==> src/rtl/fuse_pkg.sv <==
package fuse_pkg;
  localparam int CLS_W  = 2;
  localparam int SIZE_W = 2;
  localparam int REG_W  = 4;
  localparam int MODE_W = 3;
  localparam int AREG_W = 3;
  localparam int LEN_W  = 3;
  localparam int INSN_W = CLS_W + SIZE_W + 2*REG_W + MODE_W + 1 + AREG_W + LEN_W;
  localparam int DNUM_W = REG_W - 1;

  typedef enum logic [CLS_W-1:0] {
    CLS_OTHER = 2'd0,
    CLS_MOVE  = 2'd1,
    CLS_ALU   = 2'd2,
    CLS_RSVD  = 2'd3
  } cls_e;

  localparam logic [SIZE_W-1:0] SZ_LONG = 2'd2;
  localparam logic [LEN_W-1:0]  LEN_ONE = 3'd1;

  typedef enum logic [MODE_W-1:0] {
    MD_DREG  = 3'd0,
    MD_AREG  = 3'd1,
    MD_IND   = 3'd2,
    MD_PINC  = 3'd3,
    MD_PDEC  = 3'd4,
    MD_EXT5  = 3'd5,
    MD_EXT6  = 3'd6,
    MD_EXT7  = 3'd7
  } mode_e;

  typedef enum logic [1:0] {
    KIND_NONE     = 2'd0,
    KIND_SINGLE   = 2'd1,
    KIND_LOAD_OP  = 2'd2,
    KIND_OP_STORE = 2'd3
  } kind_e;

  typedef struct packed {
    cls_e              cls;
    logic [SIZE_W-1:0] size;
    logic [REG_W-1:0]  src;
    logic [REG_W-1:0]  dst;
    mode_e             mode;
    logic              to_mem;
    logic [AREG_W-1:0] areg;
    logic [LEN_W-1:0]  len;
  } insn_t;

  function automatic logic mode_short(mode_e m);
    return (m == MD_DREG) || (m == MD_IND) || (m == MD_PINC) || (m == MD_PDEC);
  endfunction
endpackage

==> src/rtl/fuse_slot_qual.sv <==
module fuse_slot_qual
  import fuse_pkg::*;
#(
  parameter bit LEAD = 1'b1
) (
  input  insn_t            insn_i,
  output logic             base_ok_o,
  output logic             form_a_o,
  output logic             form_b_o,
  output logic [REG_W-1:0] key_reg_o
);
  assign base_ok_o = (insn_i.size == SZ_LONG) && (insn_i.len == LEN_ONE);

  generate
    if (LEAD) begin : g_lead
      logic unused_lead;
      assign unused_lead = ^{insn_i.src, insn_i.areg};
      // a: load move into Dn, b: ALU writing Dn
      assign form_a_o  = (insn_i.cls == CLS_MOVE) && !insn_i.to_mem &&
                         !insn_i.dst[REG_W-1] && mode_short(insn_i.mode);
      assign form_b_o  = (insn_i.cls == CLS_ALU) && !insn_i.dst[REG_W-1];
      assign key_reg_o = insn_i.dst;
    end else begin : g_tail
      logic unused_tail;
      assign unused_tail = ^{insn_i.dst, insn_i.areg};
      // a: ALU reading Dn, b: store move of Dn
      assign form_a_o  = (insn_i.cls == CLS_ALU) && !insn_i.src[REG_W-1];
      assign form_b_o  = (insn_i.cls == CLS_MOVE) && insn_i.to_mem &&
                         !insn_i.src[REG_W-1] && mode_short(insn_i.mode);
      assign key_reg_o = insn_i.src;
    end
  endgenerate
endmodule

==> src/rtl/fuse_pair_rules.sv <==
module fuse_pair_rules
  import fuse_pkg::*;
(
  input  logic             young_valid_i,
  input  logic             o_base_i,
  input  logic             o_load_i,
  input  logic             o_alu_i,
  input  logic [REG_W-1:0] o_key_i,
  input  logic             y_base_i,
  input  logic             y_alu_i,
  input  logic             y_store_i,
  input  logic [REG_W-1:0] y_key_i,
  output logic             load_pair_o,
  output logic             store_pair_o,
  output logic             lead_cand_o
);
  logic both_ok;
  logic linked;

  assign both_ok      = young_valid_i && o_base_i && y_base_i;
  assign linked       = (o_key_i == y_key_i);
  assign load_pair_o  = both_ok && linked && o_load_i && y_alu_i;
  assign store_pair_o = both_ok && linked && o_alu_i && y_store_i;
  assign lead_cand_o  = o_base_i && (o_load_i || o_alu_i);
endmodule

==> src/rtl/fuse_wait_ctrl.sv <==
module fuse_wait_ctrl #(
  parameter int MAX_WAIT = 1
) (
  input  logic clk_i,
  input  logic rst_ni,
  input  logic flush_i,
  input  logic hold_en_i,
  input  logic old_valid_i,
  input  logic young_valid_i,
  input  logic lead_cand_i,
  output logic stall_o
);
  localparam int CNT_W = $clog2(MAX_WAIT + 1) + 1;
  localparam logic [CNT_W-1:0] CNT_MAX = CNT_W'(MAX_WAIT);

  logic [CNT_W-1:0] wait_q;

  assign stall_o = hold_en_i && old_valid_i && !young_valid_i && lead_cand_i &&
                   !flush_i && (wait_q < CNT_MAX);

  always_ff @(posedge clk_i or negedge rst_ni) begin
    if (!rst_ni)      wait_q <= '0;
    else if (stall_o) wait_q <= wait_q + 1'b1;
    else              wait_q <= '0;
  end
endmodule

==> src/rtl/fuse_pair_detect.sv <==
module fuse_pair_detect
  import fuse_pkg::*;
#(
  parameter int MAX_WAIT = 1
) (
  input  logic              clk_i,
  input  logic              rst_ni,
  input  logic              flush_i,
  input  logic              hold_en_i,
  input  logic              old_valid_i,
  input  logic [INSN_W-1:0] old_insn_i,
  input  logic              young_valid_i,
  input  logic [INSN_W-1:0] young_insn_i,
  output logic              issue_valid_o,
  output logic              fuse_o,
  output logic [1:0]        consume_o,
  output logic [1:0]        desc_kind_o,
  output logic [INSN_W-1:0] desc_first_o,
  output logic [INSN_W-1:0] desc_second_o,
  output logic              desc_wb_en_o,
  output logic [DNUM_W-1:0] desc_wb_reg_o
);
  localparam int NSLOT = 2;

  insn_t            slot   [NSLOT];
  logic             base   [NSLOT];
  logic             form_a [NSLOT];
  logic             form_b [NSLOT];
  logic [REG_W-1:0] key    [NSLOT];

  assign slot[0] = insn_t'(old_insn_i);
  assign slot[1] = insn_t'(young_insn_i);

  for (genvar g = 0; g < NSLOT; g++) begin : g_slot
    fuse_slot_qual #(.LEAD(g == 0)) u_qual (
      .insn_i    (slot[g]),
      .base_ok_o (base[g]),
      .form_a_o  (form_a[g]),
      .form_b_o  (form_b[g]),
      .key_reg_o (key[g])
    );
  end

  logic load_pair, store_pair, lead_cand, stall;

  fuse_pair_rules u_rules (
    .young_valid_i (young_valid_i),
    .o_base_i      (base[0]),
    .o_load_i      (form_a[0]),
    .o_alu_i       (form_b[0]),
    .o_key_i       (key[0]),
    .y_base_i      (base[1]),
    .y_alu_i       (form_a[1]),
    .y_store_i     (form_b[1]),
    .y_key_i       (key[1]),
    .load_pair_o   (load_pair),
    .store_pair_o  (store_pair),
    .lead_cand_o   (lead_cand)
  );

  fuse_wait_ctrl #(.MAX_WAIT(MAX_WAIT)) u_wait (
    .clk_i         (clk_i),
    .rst_ni        (rst_ni),
    .flush_i       (flush_i),
    .hold_en_i     (hold_en_i),
    .old_valid_i   (old_valid_i),
    .young_valid_i (young_valid_i),
    .lead_cand_i   (lead_cand),
    .stall_o       (stall)
  );

  logic issue, fuse;
  assign issue = old_valid_i && !flush_i && !stall;
  assign fuse  = issue && (load_pair || store_pair);

  always_comb begin
    issue_valid_o = issue;
    fuse_o        = fuse;
    consume_o     = 2'd0;
    desc_kind_o   = KIND_NONE;
    desc_first_o  = '0;
    desc_second_o = '0;
    desc_wb_en_o  = 1'b0;
    desc_wb_reg_o = '0;
    if (issue) begin
      desc_first_o = old_insn_i;
      if (fuse) begin
        consume_o     = 2'd2;
        desc_kind_o   = load_pair ? KIND_LOAD_OP : KIND_OP_STORE;
        desc_second_o = young_insn_i;
        desc_wb_en_o  = 1'b1;
        // Dn is the older record's destination in both forms
        desc_wb_reg_o = slot[0].dst[DNUM_W-1:0];
      end else begin
        consume_o   = 2'd1;
        desc_kind_o = KIND_SINGLE;
      end
    end
  end
endmodule

==> config.mk <==
export PLATFORM = sky130hd
export DESIGN_NAME = fuse_pair_detect
export DESIGN_NICKNAME = d
export VERILOG_FILES = /design/src/rtl/fuse_pkg.sv /design/src/rtl/fuse_slot_qual.sv /design/src/rtl/fuse_pair_rules.sv /design/src/rtl/fuse_wait_ctrl.sv /design/src/rtl/fuse_pair_detect.sv
export SDC_FILE = /design/constraint.sdc
export NUM_CORES = 1
export LEC_CHECK = 0
export BUFFER_PORTS_ARGS = -buffer_cell sky130_fd_sc_hd__buf_4
export CORE_ASPECT_RATIO = 1.4
export CORE_MARGIN = 3
export CORE_UTILIZATION = 30
export DETAILED_ROUTE_END_ITERATION = 10
export PLACE_DENSITY = 0.79
export RECOVER_POWER = 50
export SLEW_MARGIN = 15
export SYNTH_ARGS = -nofsm -noshare
export SYNTH_HDL_FRONTEND = slang
export SYNTH_SLANG_ARGS = --single-unit
==> constraint.sdc <==
create_clock -name clk_i -period 3.7 [get_ports clk_i]
set_input_delay 0.185 -clock clk_i [delete_from_list [all_inputs] [get_ports clk_i]]
set_output_delay 0.185 -clock clk_i [all_outputs]
set_load 0.05 [all_outputs]
# Word-level counts from Yosys, hierarchy flattened
# Index checks and enable logic that the tools add are counted.
# W data, S select, Z words.
[classes]
addsub = 1
n_lt_le_gt_ge = 1
eq_ne = 15
muxes = 13
n_reduce_logical = 42
[ops]
columns = ["op", "count"]
rows = [
  ["$mux W22", 3],
  ["$logic_and A1 B1 Y1", 26],
  ["$eq A3 B2 Y1 const B", 4],
  ["$mux W2", 5],
  ["$eq A2 B2 Y1 const B", 4],
  ["$logic_or A1 B1 Y1", 8],
  ["$eq A3 B1 Y1 const B", 2],
  ["$eq A3 B3 Y1 const B", 2],
  ["$logic_not A1 Y1", 6],
  ["$logic_not A3 Y1", 2],
  ["$mux W3", 2],
  ["$eq A2 B1 Y1 const B", 2],
  ["$eq A4 B4 Y1", 1],
  ["$mux W1", 3],
  ["$add A2 B1 Y2 const B", 1],
  ["$lt A2 B1 Y1 const B", 1],
]
[word_totals]
register_bits = 2
inputBits = 50
output_inout_bits = 54

# Logic depth before layout (Yosys ltp)
[logic_depth]
depth_word = 15
mapped_depth = 7

# Hierarchy
# Synthesis repeated with hierarchy kept, for this count alone.
[unflattened]
cells_unflattened = 105
area_unflattened_um2 = 755.7
[by_module_without_submodules]
columns = ["mod", "instances", "cells_per_inst", "area_per_inst_um2", "seq_area_each_um2"]
rows = [
  ["fuse_pair_detect", 1, 64, 400.4, 0.0],
  ["fuse_wait_ctrl", 1, 10, 125.1, 50.0],
  ["fuse_slot_qual at g_slot[1].u_qual", 1, 10, 82.6, 0.0],
  ["fuse_slot_qual at g_slot[0].u_qual", 1, 10, 75.1, 0.0],
  ["fuse_pair_rules", 1, 11, 72.6, 0.0],
]

# Worst setup path before layout
# No wires, ideal clock.
[synth_timing]
path_kind = "reg-to-output"
start = "reg u_wait.wait_q[0]"
end = "out consume_o[1]"
t_arrival_ns = 3.217
required_ns = 3.515
slack_ns = 0.298
path_stages_with_launch = 8
path_buffers = 1
cell_sequence = "dfrtp_1 -> inv_1 -> ha_1 -> nor4bb_1 -> nand4_1 -> nor2_4 -> nor4b_1 -> buf_4"
[synth_between]
elab_chain_cells = 7
[synth_lines]
columns = ["element", "line_no", "text"]
rows = [
  ["start, declared", "fuse_wait_ctrl.sv:16", "logic [CNT_W-1:0] wait_q;"],
  ["start signal, assigned", "fuse_wait_ctrl.sv:23", "else if (stall_o) wait_q <= wait_q + 1'b1;"],
  ["$lt A2 B1 Y1 *", "fuse_wait_ctrl.sv:19", "!flush_i && (wait_q < CNT_MAX);"],
  ["$logic_and A1 B1 Y1 *", "fuse_wait_ctrl.sv:19", ""],
  ["$logic_not A1 Y1 *", "fuse_pair_detect.sv:73", "assign issue = old_valid_i && !flush_i && !stall;"],
  ["$logic_and A1 B1 Y1 *", "fuse_pair_detect.sv:73", ""],
  ["$logic_and A1 B1 Y1", "fuse_pair_detect.sv:74", "assign fuse = issue && (load_pair || store_pair);"],
  ["$mux W2", "fuse_pair_detect.sv:87", "if (fuse) begin"],
  ["$mux W2 *", "fuse_pair_detect.sv:85", "if (issue) begin"],
  ["end, declared", "fuse_pair_detect.sv:16", "output logic [1:0] consume_o,"],
]
# Every way passes the cells marked *; elsewhere a longest branch is shown, timed or not.

# Worst setup path in the final report
[layout_timing]
start = "reg u_wait.wait_q[0]"
end = "out desc_first_o[3]"
[layout_between]
elab_chain_cells = 5
[layout_lines]
columns = ["element", "line_no", "text"]
rows = [
  ["$lt A2 B1 Y1", "fuse_wait_ctrl.sv:19", ""],
  ["$logic_and A1 B1 Y1", "fuse_wait_ctrl.sv:19", ""],
  ["$logic_not A1 Y1", "fuse_pair_detect.sv:73", ""],
  ["$logic_and A1 B1 Y1", "fuse_pair_detect.sv:73", ""],
  ["$mux W22", "fuse_pair_detect.sv:85", ""],
  ["end, declared", "fuse_pair_detect.sv:18", "output logic [INSN_W-1:0] desc_first_o,"],
]
# No other way between the ends.

==> impl_metrics.tcl <==
set metrics [dict create \
    fp.dieW_microns 53.7 \
    cp-start-kind "register" \
    rows 23 \
    grt-ovfl-total 0 \
    p_per_area_nw_per_um2 153 \
    io_pins 104 \
    synth_edf_count 0 \
    syn2layout_area_growth_pct 68.2 \
    max_slew_margin_pct 39.1 \
    status "complete, no violations" \
    ys_ff_latch 2 \
    ant_nets 0 \
    drt_iter0_markers 12 \
    wl_microns 3410 \
    cp_top_family "simple AND/OR/NAND/NOR gates" \
    hold_class "primary input to async pin" \
    ctsResizeCount 0 \
    drc_errors 0 \
    netlist_top_cells_count "nand2_1, and3_1, nor4_2" \
    largestRegisters "u_wait.wait_q: 2 flops" \
    core_area_sq_um 2960 \
    crit_chain "inv_1 -> ha_1 -> nor4bb_1 -> nand4_1 -> or2_0 -> and3_1 -> clkbuf_1" \
    path_max_fanout 23 \
    fin_tns_setup_ps 0 \
    cts_setup_buffers 0 \
    async_reset_ff_share_pct 100 \
    fin_ws_ps 1010 \
    insertion_delay_ps 210 \
    syn-cell-area_sq_um 955 \
    hpwl_microns 2710 \
    synth_xor_area_share_pct 0.917 \
    yosys.area_share.simple_pct 65.9 \
    grt_antenna_before_repair 0 \
    worst_ep_arrival_time_ps 2500 \
    grt_max_degree 34 \
    critPathRequiredTime_ps 3510 \
    skew_ps 3.45 \
    drive_above_1_share_pct 50.5 \
    slowest_delay_ps 730 \
    synthMuxAreaShare_pct 2.10 \
    vias_per_cell 4.91 \
    numClockSinks 2 \
    synth-compound-area-share_pct 6.55 \
    rsz0062_at_grt "false" \
    synth.area.top_cells "nor4_2, and3_1, nand2_1, buf_4, dfrtp_1" \
    vias 1223 \
    grt_pass1_vias 1158 \
    grt.total_usage_pct 16.4 \
    firstDrtPassIters 4 \
    nets 265 \
    yosys_warnings 0 \
    synthFlopType "dfrtp_1" \
    criticalPathCategory "register to output pin" \
    start_util_pct 32.2 \
    largest_reg_flops 2 \
    setup_violations 0 \
    crit_path_top_delay_cell "or2_0" \
    cts_tree "done" \
    synthAdderAreaFrac_pct 1.31 \
    power.leakage_uw 0.000751 \
    clk_pin_slew_worst_paths_ps 30 \
    num_antenna_cells 0 \
    worst_slew_pin_slew_ps 914 \
    post-route-util_pct 54.2 \
    port-buffer-count 99 \
    gp_congestion 0.717 \
    cts_max_level 1 \
    finalHoldViolCount 0 \
    top_register "u_wait.wait_q" \
    cts_made_buffers 3 \
    critPathCaptureType "output pin" \
    fin_crit_sh_pct 72.6 \
    yosysMostFrequentCell "nand2_1" \
    critPathBufInv 2 \
    synthCells 124 \
    die-area_sq_um 3900 \
    grt_pass1_wl_microns 4970 \
    fin_crit_ps 2690 \
    drv_slew 0 \
    drv_cap 0 \
    seq_area_frac_synth_pct 5.24 \
    synth_top_family_by_area "simple AND/OR/NAND/NOR gates" \
    synth_top_cell_by_area "nor4_2" \
    syn_avg_cell_area_sq_um 7.70 \
    dp_slack_ps 1210 \
    ir_drop_mv 0.139 \
    clock_path_buffers 2 \
    cts_root_buf "clkbuf_8" \
    wl_per_cell_microns 13.7 \
    holdBufCountCts 1 \
    max_freq_mhz 372 \
    synth_top_cell_area_share_pct 24.9 \
    ys_types 32 \
    die_h_microns 72.7 \
]
placed cells by master (no fill, tap or decap), types with 3 or more instances in the layout:
cell / n
nor2_1: 5
buf_4: 78
nand2_1: 21
and3_1: 19
clkbuf_1: 23
conb_1: 4
inv_1: 7
clkbuf_8: 3
nor4_2: 19
nor4b_1: 3
layout make-up:
| class | instances | area, sq um |
|---|---|---|
| Clock buffer | 3 | 41.3 |
| Fill cell | 314 | 1360 |
| Inverter | 7 | 26.3 |
| Multi-Input combinational cell | 98 | 759 |
| Sequential cell | 2 | 50.0 |
| Tap cell | 37 | 46.3 |
| Timing Repair Buffer | 102 | 682 |
layer usage:
metal  part of all wire [%]  GRT usage [%]
met1                     37           18.5
met2                     51           30.3
met3                     12           3.27
met4                      0           3.41
met5                      0              0
final timing paths:
| check | from | to | slack [ps] | cells past startpoint |
|---|---|---|---|---|
| hold / removal | rst_ni | u_wait.wait_q[1] | 300 | 2 |
| setup reg to reg | u_wait.wait_q[0] | u_wait.wait_q[1] | 1780 | 6 |
| min in group clk_i | u_wait.wait_q[0] | u_wait.wait_q[0] | 420 | 1 |
| max in group asynchronous | rst_ni | u_wait.wait_q[0] | 3270 | 2 |
| setup / recovery | u_wait.wait_q[0] | desc_first_o[3] | 1010 | 7 |
| hold reg to reg | u_wait.wait_q[0] | u_wait.wait_q[0] | 420 | 1 |
logic make-up (layout without fill, tap and decap cells):
family	count (synthesis)	after routing
AOI/OAI and AO/OA	6	6
xor gates and xnor gates	1	1
adders and majority gates	1	1
buffers and inverters	27	112
DFF	2	2
muxes	2	2
other	1	4
and+or+nand+nor	84	84
report_power, final:
group / internal, uW / leakage (uW) / switching [uW] / total (uW)
Sequential: 22.1 / 0.0000280 / 0.00171 / 22.1
Combinational: 53.4 / 0.000702 / 85.4 / 139
Clock: 68.7 / 0.0000216 / 16.2 / 84.9
Total: 144 / 0.000751 / 102 / 246
through the flow:
step | total power [uW] | hold WS, ps | instances | instance area, sq um
after floorplan | 105 | -111 | 127 | 966
after global placement | 169 | -31.7 | 245 | 1640
after detailed placement | 170 | -30.1 | 245 | 1640
after CTS | 257 | 295 | 249 | 1690
after global routing | 262 | 331 | 249 | 1610
final | 246 | 299 | 249 | 1610
worst register-to-register path: stages, from the launching register on:
cell and delay [ps]:
dfrtp_1 360, inv_1 50, ha_1 120, nor4bb_1 220
nand4_1 210, nor2_4 670, and2_1 230
No activity file was read; power rests on OpenSTA's default activity.
